## config.mk

```make
export PLATFORM = sky130hd
export DESIGN_NAME = prot_cfg_top
export DESIGN_NICKNAME = d
export VERILOG_FILES = /design/src/rtl/prot_cfg_pkg.sv /design/src/rtl/prot_cfg_ctrl.sv /design/src/rtl/prot_cfg_win.sv /design/src/rtl/prot_cfg_top.sv
export SDC_FILE = /design/constraint.sdc
export NUM_CORES = 2
export LEC_CHECK = 0
export CORE_MARGIN = 1.5
export CORE_UTILIZATION = 61
export CTS_BUF_LIST = sky130_fd_sc_hd__clkbuf_8
export CTS_CLUSTER_SIZE = 40
export DETAILED_ROUTE_END_ITERATION = 6
export PLACE_DENSITY = 0.84
export SLEW_MARGIN = 20
export SYNTH_ARGS = -nofsm -noshare
export SYNTH_HDL_FRONTEND = slang
export SYNTH_SLANG_ARGS = --single-unit
```

## constraint.sdc

```tcl
create_clock -name clk_i -period 4.9 [get_ports clk_i]
set_input_delay 0.735 -clock clk_i [delete_from_list [all_inputs] [get_ports clk_i]]
set_output_delay 0.735 -clock clk_i [all_outputs]
set_load 0.005 [all_outputs]
```

## src/rtl/prot_cfg_pkg.sv

```systemverilog
package prot_cfg_pkg;
  localparam int REG_W        = 32;
  localparam int NUM_APB_INT  = 2;
  localparam int NUM_APB_EXP  = 4;
  localparam int NUM_AHB_EXP  = 4;
  localparam int APB_INT_BASE = 0;
  localparam int APB_EXP_BASE = APB_INT_BASE + NUM_APB_INT;
  localparam int AHB_EXP_BASE = APB_EXP_BASE + NUM_APB_EXP;
  localparam int NUM_PPC      = AHB_EXP_BASE + NUM_AHB_EXP;
  localparam int IDX_W        = $clog2(NUM_PPC);

  localparam logic [1:0] SZ_BYTE = 2'd0;
  localparam logic [1:0] SZ_HALF = 2'd1;
  localparam logic [1:0] SZ_WORD = 2'd2;

  typedef enum logic [1:0] {SEL_NONE, SEL_NS, SEL_SP, SEL_NSP} mask_sel_e;

  typedef struct packed {
    mask_sel_e        sel;
    logic [IDX_W-1:0] idx;
  } dec_t;

  function automatic logic [REG_W-1:0] low_ones(input int n);
    logic [REG_W-1:0] r;
    for (int i = 0; i < REG_W; i++) r[i] = (i < n);
    return r;
  endfunction

  // group is addr[11:4], controller within group is addr[3:2]
  function automatic dec_t decode_off(input logic secure, input logic [11:0] addr);
    dec_t       d;
    logic [1:0] sub;
    mask_sel_e  priv;
    sub   = addr[3:2];
    priv  = secure ? SEL_SP : SEL_NSP;
    d.sel = SEL_NONE;
    d.idx = '0;
    case (addr[11:4])
      8'h06: if (secure) begin
        d.sel = SEL_NS; d.idx = IDX_W'(AHB_EXP_BASE + int'(sub));
      end
      8'h07: if (secure && sub < 2'd2) begin
        d.sel = SEL_NS; d.idx = IDX_W'(APB_INT_BASE + int'(sub));
      end
      8'h08: if (secure) begin
        d.sel = SEL_NS; d.idx = IDX_W'(APB_EXP_BASE + int'(sub));
      end
      8'h0A: begin
        d.sel = priv; d.idx = IDX_W'(AHB_EXP_BASE + int'(sub));
      end
      8'h0B: if (sub < 2'd2) begin
        d.sel = priv; d.idx = IDX_W'(APB_INT_BASE + int'(sub));
      end
      8'h0C: begin
        d.sel = priv; d.idx = IDX_W'(APB_EXP_BASE + int'(sub));
      end
      default: d.sel = SEL_NONE;
    endcase
    return d;
  endfunction
endpackage

```

## src/rtl/prot_cfg_ctrl.sv

```systemverilog
module prot_cfg_ctrl
  import prot_cfg_pkg::*;
#(
  parameter int PORTS = 16
) (
  input  logic             clk_i,
  input  logic             rst_ni,
  input  logic             wr_ns_i,
  input  logic             wr_sp_i,
  input  logic             wr_nsp_i,
  input  logic [REG_W-1:0] ns_d_i,
  input  logic [REG_W-1:0] sp_d_i,
  input  logic [REG_W-1:0] nsp_d_i,
  output logic [REG_W-1:0] ns_q_o,
  output logic [REG_W-1:0] sp_q_o,
  output logic [REG_W-1:0] nsp_q_o,
  output logic [REG_W-1:0] ap_o
);
  localparam logic [REG_W-1:0] KEEP = low_ones(PORTS);

  logic [REG_W-1:0] ns_n, sp_n, nsp_n;

  always_comb begin
    ns_n  = wr_ns_i  ? (ns_d_i  & KEEP) : ns_q_o;
    sp_n  = wr_sp_i  ? (sp_d_i  & KEEP) : sp_q_o;
    nsp_n = wr_nsp_i ? (nsp_d_i & KEEP) : nsp_q_o;
  end

  // ap registered from next-state masks so it moves on the same edge as the write
  always_ff @(posedge clk_i or negedge rst_ni) begin
    if (!rst_ni) begin
      ns_q_o  <= '0;
      sp_q_o  <= '0;
      nsp_q_o <= '0;
      ap_o    <= '0;
    end else begin
      ns_q_o  <= ns_n;
      sp_q_o  <= sp_n;
      nsp_q_o <= nsp_n;
      ap_o    <= (ns_n & nsp_n) | (~ns_n & sp_n);
    end
  end
endmodule

```

## src/rtl/prot_cfg_win.sv

```systemverilog
module prot_cfg_win
  import prot_cfg_pkg::*;
#(
  parameter bit SECURE = 1'b1
) (
  input  logic               clk_i,
  input  logic               rst_ni,
  input  logic               psel_i,
  input  logic               penable_i,
  input  logic               pwrite_i,
  input  logic [11:0]        paddr_i,
  input  logic [1:0]         psize_i,
  input  logic [REG_W-1:0]   ns_q_i  [NUM_PPC],
  input  logic [REG_W-1:0]   sp_q_i  [NUM_PPC],
  input  logic [REG_W-1:0]   nsp_q_i [NUM_PPC],
  output logic [NUM_PPC-1:0] wr_ns_o,
  output logic [NUM_PPC-1:0] wr_sp_o,
  output logic [NUM_PPC-1:0] wr_nsp_o,
  output logic [REG_W-1:0]   prdata_o
);
  dec_t             dec;
  logic             wr_ok;
  logic [REG_W-1:0] word, shifted, rd_val;

  assign dec   = decode_off(SECURE, paddr_i);
  assign wr_ok = psel_i && penable_i && pwrite_i && (psize_i == SZ_WORD) && (paddr_i[1:0] == 2'b00);

  always_comb begin
    for (int k = 0; k < NUM_PPC; k++) begin
      wr_ns_o[k]  = wr_ok && (dec.sel == SEL_NS)  && (dec.idx == IDX_W'(k));
      wr_sp_o[k]  = wr_ok && (dec.sel == SEL_SP)  && (dec.idx == IDX_W'(k));
      wr_nsp_o[k] = wr_ok && (dec.sel == SEL_NSP) && (dec.idx == IDX_W'(k));
    end
  end

  always_comb begin
    case (dec.sel)
      SEL_NS:  word = ns_q_i[dec.idx];
      SEL_SP:  word = sp_q_i[dec.idx];
      SEL_NSP: word = nsp_q_i[dec.idx];
      default: word = '0;
    endcase
    shifted = word >> {paddr_i[1:0], 3'b000};
    case (psize_i)
      SZ_BYTE: rd_val = REG_W'(shifted[7:0]);
      SZ_HALF: rd_val = REG_W'(shifted[15:0]);
      default: rd_val = word;
    endcase
  end

  // read data captured in setup phase, valid during access phase
  always_ff @(posedge clk_i or negedge rst_ni) begin
    if (!rst_ni)                              prdata_o <= '0;
    else if (psel_i && !penable_i && !pwrite_i) prdata_o <= rd_val;
  end
endmodule

```

## src/rtl/prot_cfg_top.sv

```systemverilog
module prot_cfg_top
  import prot_cfg_pkg::*;
#(
  parameter int APB0_PORTS = 13,
  parameter int APB1_PORTS = 1,
  parameter int EXP_PORTS  = 16
) (
  input  logic                       clk_i,
  input  logic                       rst_ni,
  input  logic                       s_psel_i,
  input  logic                       s_penable_i,
  input  logic                       s_pwrite_i,
  input  logic [11:0]                s_paddr_i,
  input  logic [1:0]                 s_psize_i,
  input  logic [31:0]                s_pwdata_i,
  output logic [31:0]                s_prdata_o,
  input  logic                       ns_psel_i,
  input  logic                       ns_penable_i,
  input  logic                       ns_pwrite_i,
  input  logic [11:0]                ns_paddr_i,
  input  logic [1:0]                 ns_psize_i,
  input  logic [31:0]                ns_pwdata_i,
  output logic [31:0]                ns_prdata_o,
  output logic [NUM_PPC*REG_W-1:0]   nonsec_o,
  output logic [NUM_PPC*REG_W-1:0]   ap_o
);
  logic [REG_W-1:0]   ns_q [NUM_PPC];
  logic [REG_W-1:0]   sp_q [NUM_PPC];
  logic [REG_W-1:0]   nsp_q [NUM_PPC];
  logic [REG_W-1:0]   ap_q [NUM_PPC];
  logic [NUM_PPC-1:0] s_wr_ns, s_wr_sp, s_wr_nsp;
  logic [NUM_PPC-1:0] n_wr_ns, n_wr_sp, n_wr_nsp;
  logic [NUM_PPC*REG_W-1:0] sp_all, nsp_all;

  prot_cfg_win #(.SECURE(1'b1)) u_win_s (
    .clk_i, .rst_ni,
    .psel_i(s_psel_i), .penable_i(s_penable_i), .pwrite_i(s_pwrite_i),
    .paddr_i(s_paddr_i), .psize_i(s_psize_i),
    .ns_q_i(ns_q), .sp_q_i(sp_q), .nsp_q_i(nsp_q),
    .wr_ns_o(s_wr_ns), .wr_sp_o(s_wr_sp), .wr_nsp_o(s_wr_nsp),
    .prdata_o(s_prdata_o)
  );

  prot_cfg_win #(.SECURE(1'b0)) u_win_ns (
    .clk_i, .rst_ni,
    .psel_i(ns_psel_i), .penable_i(ns_penable_i), .pwrite_i(ns_pwrite_i),
    .paddr_i(ns_paddr_i), .psize_i(ns_psize_i),
    .ns_q_i(ns_q), .sp_q_i(sp_q), .nsp_q_i(nsp_q),
    .wr_ns_o(n_wr_ns), .wr_sp_o(n_wr_sp), .wr_nsp_o(n_wr_nsp),
    .prdata_o(ns_prdata_o)
  );

  for (genvar k = 0; k < NUM_PPC; k++) begin : g_ppc
    localparam int PORTS = (k == APB_INT_BASE)     ? APB0_PORTS :
                           (k == APB_INT_BASE + 1) ? APB1_PORTS : EXP_PORTS;
    prot_cfg_ctrl #(.PORTS(PORTS)) u_ctrl (
      .clk_i, .rst_ni,
      .wr_ns_i (s_wr_ns[k]  | n_wr_ns[k]),
      .wr_sp_i (s_wr_sp[k]  | n_wr_sp[k]),
      .wr_nsp_i(s_wr_nsp[k] | n_wr_nsp[k]),
      .ns_d_i  (s_wr_ns[k]  ? s_pwdata_i : ns_pwdata_i),
      .sp_d_i  (s_wr_sp[k]  ? s_pwdata_i : ns_pwdata_i),
      .nsp_d_i (s_wr_nsp[k] ? s_pwdata_i : ns_pwdata_i),
      .ns_q_o  (ns_q[k]),
      .sp_q_o  (sp_q[k]),
      .nsp_q_o (nsp_q[k]),
      .ap_o    (ap_q[k])
    );
    assign nonsec_o[k*REG_W +: REG_W] = ns_q[k];
    assign ap_o[k*REG_W +: REG_W]     = ap_q[k];
    assign sp_all[k*REG_W +: REG_W]   = sp_q[k];
    assign nsp_all[k*REG_W +: REG_W]  = nsp_q[k];
  end
endmodule

```

Yosys cells after proc, flatten, opt, wreduce, memory -nomap -nowiden
Cells that the tools add are included.
{"block": "classes", "n_mux": 89, "n_bitwise": 72, "n_lt_le_gt_ge": 4, "n_reduce_logical": 93, "n_shift": 2, "eq_ne": 37, "addsub": 4}
{"operator": "$mux 32", "count": 42}
{"operator": "$bmux 32 s4", "count": 6}
{"operator": "$and 32x32->32", "count": 20}
{"operator": "$mux 16", "count": 24}
{"operator": "$not 32->32", "count": 10}
{"operator": "$or 32x32->32", "count": 10}
{"operator": "$pmux 32 s3", "count": 2}
{"operator": "$pmux 32 s2", "count": 2}
{"operator": "$logic_and 1x1->1", "count": 78}
{"operator": "$shr 32x5->16", "count": 2}
{"operator": "$eq 8x4->1 const B", "count": 7}
{"operator": "$mux 13", "count": 3}
{"operator": "$eq 4x3->1 const B", "count": 8}
{"operator": "$or 1x1->1", "count": 30}
{"operator": "$eq 4x2->1 const B", "count": 4}
{"operator": "$eq 4x4->1 const B", "count": 4}
{"operator": "$eq 8x3->1 const B", "count": 2}
{"operator": "$pmux 4 s4", "count": 1}
{"operator": "$eq 2x2->1 const B", "count": 6}
{"operator": "$mux 6", "count": 2}
{"operator": "$pmux 4 s3", "count": 1}
{"operator": "$ge 5x5->1 const B", "count": 2}
{"operator": "$not 4->5", "count": 2}
{"operator": "$reduce_or 2->1", "count": 5}
{"operator": "12 further kinds", "count": 28}
{"block": "totals", "input_bits": 100, "regBits": 1344, "output_inout_bits": 704, "elab_cells": 343}

Logic depth before layout (Yosys ltp)
{"block": "logic_depth", "word_depth": 11, "ltp_mapped": 14, "ltp_nobuf": 8}

Cells and area by module
A second synthesis with hierarchy kept.
{"block": "unflattened", "hier_cells": 6019, "area_unflattened_um2": 71995.3}
{"mod": "prot_cfg_ctrl (g_ppc[2].u_ctrl ...)", "n_inst": 8, "area_per_inst_um2": 4550.6, "cells_each": 265}
{"mod": "prot_cfg_top", "n_inst": 1, "area_per_inst_um2": 13329.0, "cells_each": 1302}
{"mod": "prot_cfg_win (u_win_s)", "n_inst": 1, "area_per_inst_um2": 8099.0, "cells_each": 1374}
{"mod": "prot_cfg_win (u_win_ns)", "n_inst": 1, "area_per_inst_um2": 5067.4, "cells_each": 693}
{"mod": "prot_cfg_ctrl (g_ppc[1].u_ctrl)", "n_inst": 1, "area_per_inst_um2": 4586.9, "cells_each": 265}
{"mod": "prot_cfg_ctrl (g_ppc[0].u_ctrl)", "n_inst": 1, "area_per_inst_um2": 4508.1, "cells_each": 265}

Worst setup path after synthesis
No wires, ideal clock.
{"block": "synth_timing", "kind": "input to register", "start": "input port s_paddr_i[9]", "end": "register g_ppc[8].u_ctrl.ap_o[12]", "setup_time_ps": 127, "t_arrival_ps": 3335, "t_required_ps": 4773, "path_slack_ps": 1437, "stages": 11, "path_cell_list": "or4_1 > buf_2 > or2_4 > o22a_1 > buf_6 > nor2_8 > and3_1 > buf_4 > buf_4 > mux2_1 > mux2_1"}
{"block": "synth_via", "elab_chain_cells": 11}
{"item": "start: declaration", "line": "prot_cfg_top.sv:13", "text": "input logic [11:0] s_paddr_i,"}
{"item": "$eq 8x4->1 or $eq 8x3->1 (tied branches)", "line": "prot_cfg_pkg.sv:38", "text": "case (addr[11:4])"}
{"item": "$reduce_or 2->1 (no source line)"}
{"item": "$pmux 2 s4", "line": "prot_cfg_pkg.sv:38"}
{"item": "$eq 2x1->1", "line": "prot_cfg_win.sv:30", "text": "wr_ns_o[k] = wr_ok && (dec.sel == SEL_NS) && (dec.idx == IDX_W'(k));"}
{"item": "$logic_and 1x1->1", "line": "prot_cfg_win.sv:30"}
{"item": "$logic_and 1x1->1 *", "line": "prot_cfg_win.sv:30"}
{"item": "$mux 16 or $or 1x1->1 (tied branches)", "line": "prot_cfg_top.sv:61, prot_cfg_top.sv:58"}
{"item": "$mux 32 *", "line": "prot_cfg_ctrl.sv:24", "text": "ns_n = wr_ns_i ? (ns_d_i & KEEP) : ns_q_o;"}
{"item": "net g_ppc[8].u_ctrl.ns_n[12]", "line": "prot_cfg_ctrl.sv:21", "text": "logic [REG_W-1:0] ns_n, sp_n, nsp_n;"}
{"item": "$not 32->32", "line": "prot_cfg_ctrl.sv:40", "text": "ap_o <= (ns_n & nsp_n) | (~ns_n & sp_n);"}
{"item": "$and 32x32->32", "line": "prot_cfg_ctrl.sv:40"}
{"item": "$or 32x32->32 *", "line": "prot_cfg_ctrl.sv:40"}
{"item": "end signal: assignment", "line": "prot_cfg_ctrl.sv:40"}
{"item": "end: declaration", "line": "prot_cfg_ctrl.sv:17", "text": "output logic [REG_W-1:0] ap_o"}
Mark *: on every way through the listed nets, which the timed path passes. The rest lies on a longest branch.
A chain may end at the register's enable or synchronous reset.

Final worst setup path
{"block": "layout_timing", "start": "input port s_paddr_i[6]", "end": "register u_win_s.prdata_o[0]"}
{"block": "layout_via", "elab_chain_cells": 10}
{"item": "$eq 8x4->1 or $eq 8x3->1 (tied branches)", "line": "prot_cfg_pkg.sv:38"}
{"item": "$reduce_or 2->1 (no source line)"}
{"item": "$pmux 4 s4", "line": "prot_cfg_pkg.sv:38"}
{"item": "$not 4->5 (implied by the code)", "line": "prot_cfg_win.sv:38, prot_cfg_win.sv:39, prot_cfg_win.sv:40"}
{"item": "$bmux 32 s4, on equally long branches", "line": "prot_cfg_win.sv:40, prot_cfg_win.sv:38, prot_cfg_win.sv:39"}
{"item": "$mux 32, on equally long branches (2 in a row)", "line": "prot_cfg_win.sv:40, prot_cfg_win.sv:38, prot_cfg_win.sv:39"}
{"item": "$pmux 32 s3 *", "line": "prot_cfg_win.sv:37", "text": "case (dec.sel)"}
{"item": "$shr 32x5->16", "line": "prot_cfg_win.sv:43", "text": "shifted = word >> {paddr_i[1:0], 3'b000};"}
{"item": "$pmux 32 s2 *", "line": "prot_cfg_win.sv:44", "text": "case (psize_i)"}
{"item": "end signal: assignment", "line": "prot_cfg_win.sv:54", "text": "else if (psel_i && !penable_i && !pwrite_i) prdata_o <= rd_val;"}
{"item": "end: declaration", "line": "prot_cfg_win.sv:19", "text": "output logic [REG_W-1:0] prdata_o"}
Every way passes the cells marked *; elsewhere a longest branch is shown, timed or not. The select of a mux whose other input is x is not followed.

==> results.ini <==
[setup_path]
r2r_end = u_win_s.prdata_o[5]
cp.required_ns = 5.74
reg2reg_slack_ns = 2.10
r2r_cells = 7
r2r_start = g_ppc[5].u_ctrl.sp_q_o[13]
crit_type = primary input to register
crit_fanout = 31
worstPathArrival_ns = 5.02
critPathLaunchType = primary input
cp-end-kind = register

[floorplanning]
core-area_sq_um = 93700
dieWidth_um = 311
io-pin-count = 804
start_util = 0.618
dieArea_sq_um = 96900
die_h_um = 311
rows = 112

[synth]
yosysWarnings = 0
yosys-mux-area-fraction = 0.175
synth_xor_area_frac = 0.000605
syn_area_sq_um = 57900
synth_flop_cell = dfrtp_1
ys_seq_elements = 1344
syn_avg_cell_area_sq_um = 12.6
syn_inst = 4615
async_flop_share = 1.00
synth_compound_area_frac = 0.100
synth_fa_ha_area_frac = 0
synth_fp_nets = 4715
synth_edf_count = 0
synth_top_family_by_area = multiplexers
ys_seq_area_frac = 0.580
synth_cell_types = 94
synthSimpleGateAreaFrac = 0.116

[power]
power_frac_seq = 0.504
power_density_nw_per_um2 = 300
ir_drop_mv = 0.253
p_comb_frac = 0.039
p_sw_frac = 0.242
p_leak_nw = 35.5
internal-power_mw = 16.7
p_switching_mw = 5.32
power.total_mw = 22.0
pwr-share-clk = 0.456

[grt]
antenna_found_initial = 39
grt_use_total = 0.544
grt_pass1_vias = 49200
overflow = 0
met2_usage = 0.757
grt_max_degree = 146
grt.busiest_layer = met2
use_met1 = 0.651
grtUsageMet3 = 0.250
grt_pass1_wl_mm = 370

[drt]
drt-initial-drc-count = 6964
drtAntennaViolNets = 0
first_pass_iters = 7
drt-total-wl_mm = 265
post_drt_wl_per_cell_um = 37.8
num_vias = 49000
drc = 0
viasPerCell = 7.00

[min_path]
hold_depth = 2
hold_start = u_win_ns.prdata_o[5]
worstHoldEndpoint = u_win_ns.prdata_o[5]
hold_path.class = register to register

[cts]
ctsHoldBuffers = 1
tritoncts = built
cts_buffer_depth = 3
cts_resized = 0
clock-sinks = 1344
cts-root-buf = clkbuf_8
cts_setup_buffers = 0
cts_buffers = 207
clk-insertion-delay-late_ns = 0.93
clk_pin_slew_ns = 0.06
htreeDepth = 4

[sta]
max_freq_mhz = 239
drv_slew = 0
worst_slack_ns = 0.718
rsz0062_at_grt = no
finalHoldViolations = 0
tns_ns = 0
fin_skew_ns = 0.0335
worstMarginPinSlew_ns = 1.33
setup_viol = 0
fin_crit_ns = 4.18
fin_crit_sh = 0.853
relSlewSlack = 0.0974
whs_ns = 0.476

[status]
status = finished clean

[layout]
layout-drive-gt1-share = 0.244
syn2layout_area_growth_pct = 26.5
stdcell_area_sq_um = 73300
post-route-util = 0.782
final_nets = 5666
finalNonFillerCells = 7002

[placement]
dp_slack_ns = 0.0305
placed_cell_area_sq_um = 68800
gp_congestion = 1.07
hpwl_mm = 181
portBuffers = 771
dp_cells = 6609

[run]
drv_cap = 0

==> synthesized netlist by cell type (12+ instances only) <==
cell | number | area (sq um)
a311oi_1 | 17 | 149
a22o_1 | 47 | 412
a2111oi_0 | 21 | 184
o221ai_1 | 22 | 193
nor2_1 | 67 | 251
mux2i_1 | 101 | 1010
mux2_4 | 107 | 1610
a32oi_1 | 16 | 140
o2111ai_1 | 24 | 210
a21oi_1 | 123 | 616
o2111a_1 | 33 | 372
and3_1 | 38 | 238
a22oi_1 | 26 | 195
a221oi_1 | 29 | 254
buf_1 | 20 | 75.1
and2_1 | 481 | 3010
inv_1 | 34 | 128
a211oi_1 | 43 | 323
buf_2 | 77 | 385
nand3_1 | 134 | 671
nand4_1 | 13 | 81.3
a31oi_1 | 21 | 131
o22ai_1 | 71 | 444
o31ai_1 | 37 | 278
o211ai_1 | 32 | 240
buf_6 | 12 | 135
nand2_1 | 309 | 1160
nor3_1 | 53 | 265
clkbuf_1 | 208 | 781
mux2_1 | 73 | 822
dfrtp_1 | 1344 | 33600
nor2b_1 | 53 | 332
mux2_2 | 596 | 6710
o21ai_0 | 132 | 661
==> state kept, by name, indices dropped and copies added (netlist names) <==
register,count
g_ppc.u_ctrl.ap_o,320
g_ppc.u_ctrl.ns_q_o,320
g_ppc.u_ctrl.nsp_q_o,320
g_ppc.u_ctrl.sp_q_o,320
u_win_ns.prdata_o,32
u_win_s.prdata_o,32
==> worst max-delay path by stage <==
stage                  from                        to  slack, ns  cells after the start
2_1_floorplan  s_paddr_i[9]  g_ppc[8].u_ctrl.ap_o[12]       1.44                     11
3_3_place_gp   s_paddr_i[6]       u_win_s.prdata_o[0]       0.04                     12
3_5_place_dp   s_paddr_i[6]       u_win_s.prdata_o[0]       0.03                     12
4_1_cts        s_paddr_i[6]       u_win_s.prdata_o[0]       0.90                     12
5_1_grt        s_paddr_i[6]       u_win_s.prdata_o[0]       0.78                     12
6_report       s_paddr_i[6]       u_win_s.prdata_o[0]       0.72                     12
==> power by group through the flow <==
stage	logic [mW]	registers (mW)	clock network, mW
floorplan	0.231	11.3	0
global placement	0.819	11.3	0
detailed placement	0.822	11.3	0
CTS	0.828	11.1	10.0
global route	0.896	11.1	10.5
finish	0.867	11.1	10.1
==> per-layer routing <==
layer,vias to the layer above,share of wire
met4,40,0.099
met3,1396,0.16
met5,-,0.0014
met2,4690,0.41
li1,18600,-
met1,24200,0.33
==> worst max-delay path, cell delays in order <==
cell,delay (ns)
clkdlybuf4s50_1,0.77
nand3b_1,0.39
o21a_2,0.31
nor2_4,0.18
buf_12,0.30
buf_4,0.30
nand3_1,0.10
a32o_1,0.28
o41ai_1,0.95
buf_4,0.28
o221ai_1,0.16
o211ai_1,0.22
==> kinds of logic after synthesis <==
family | count (synthesis)
simple gates | 1225
mux | 877
compound gates | 804
xor+xnor | 4
flops | 1344
buf+inv | 361
==> cells in the final DEF (no fill, tap or decap), types with 101 or more instances in the layout <==
cell type / netlist / layout
clkdlybuf4s50_1: 0 / 769
clkbuf_8: 0 / 277
dfrtp_1: 1344 / 1344
mux2_2: 596 / 596
a21oi_1: 123 / 123
o21ai_0: 132 / 131
mux2_4: 107 / 107
mux2i_1: 101 / 101
and2_1: 481 / 480
buf_4: 8 / 246
nand2_1: 309 / 308
nand3_1: 134 / 130
==> cell type report <==
cell class                 instances  area (sq um)
antenna                           16          40.0
clock buffer                     277          3810
fill                            5754         20400
multi-input combinational       2910         22900
clock inverter                    98           646
sequential                      1344         33600
tap                             1254          1570
timing repair buffer            1068         10600
inverter                          35           131
(Power assumes the default switching activity.)
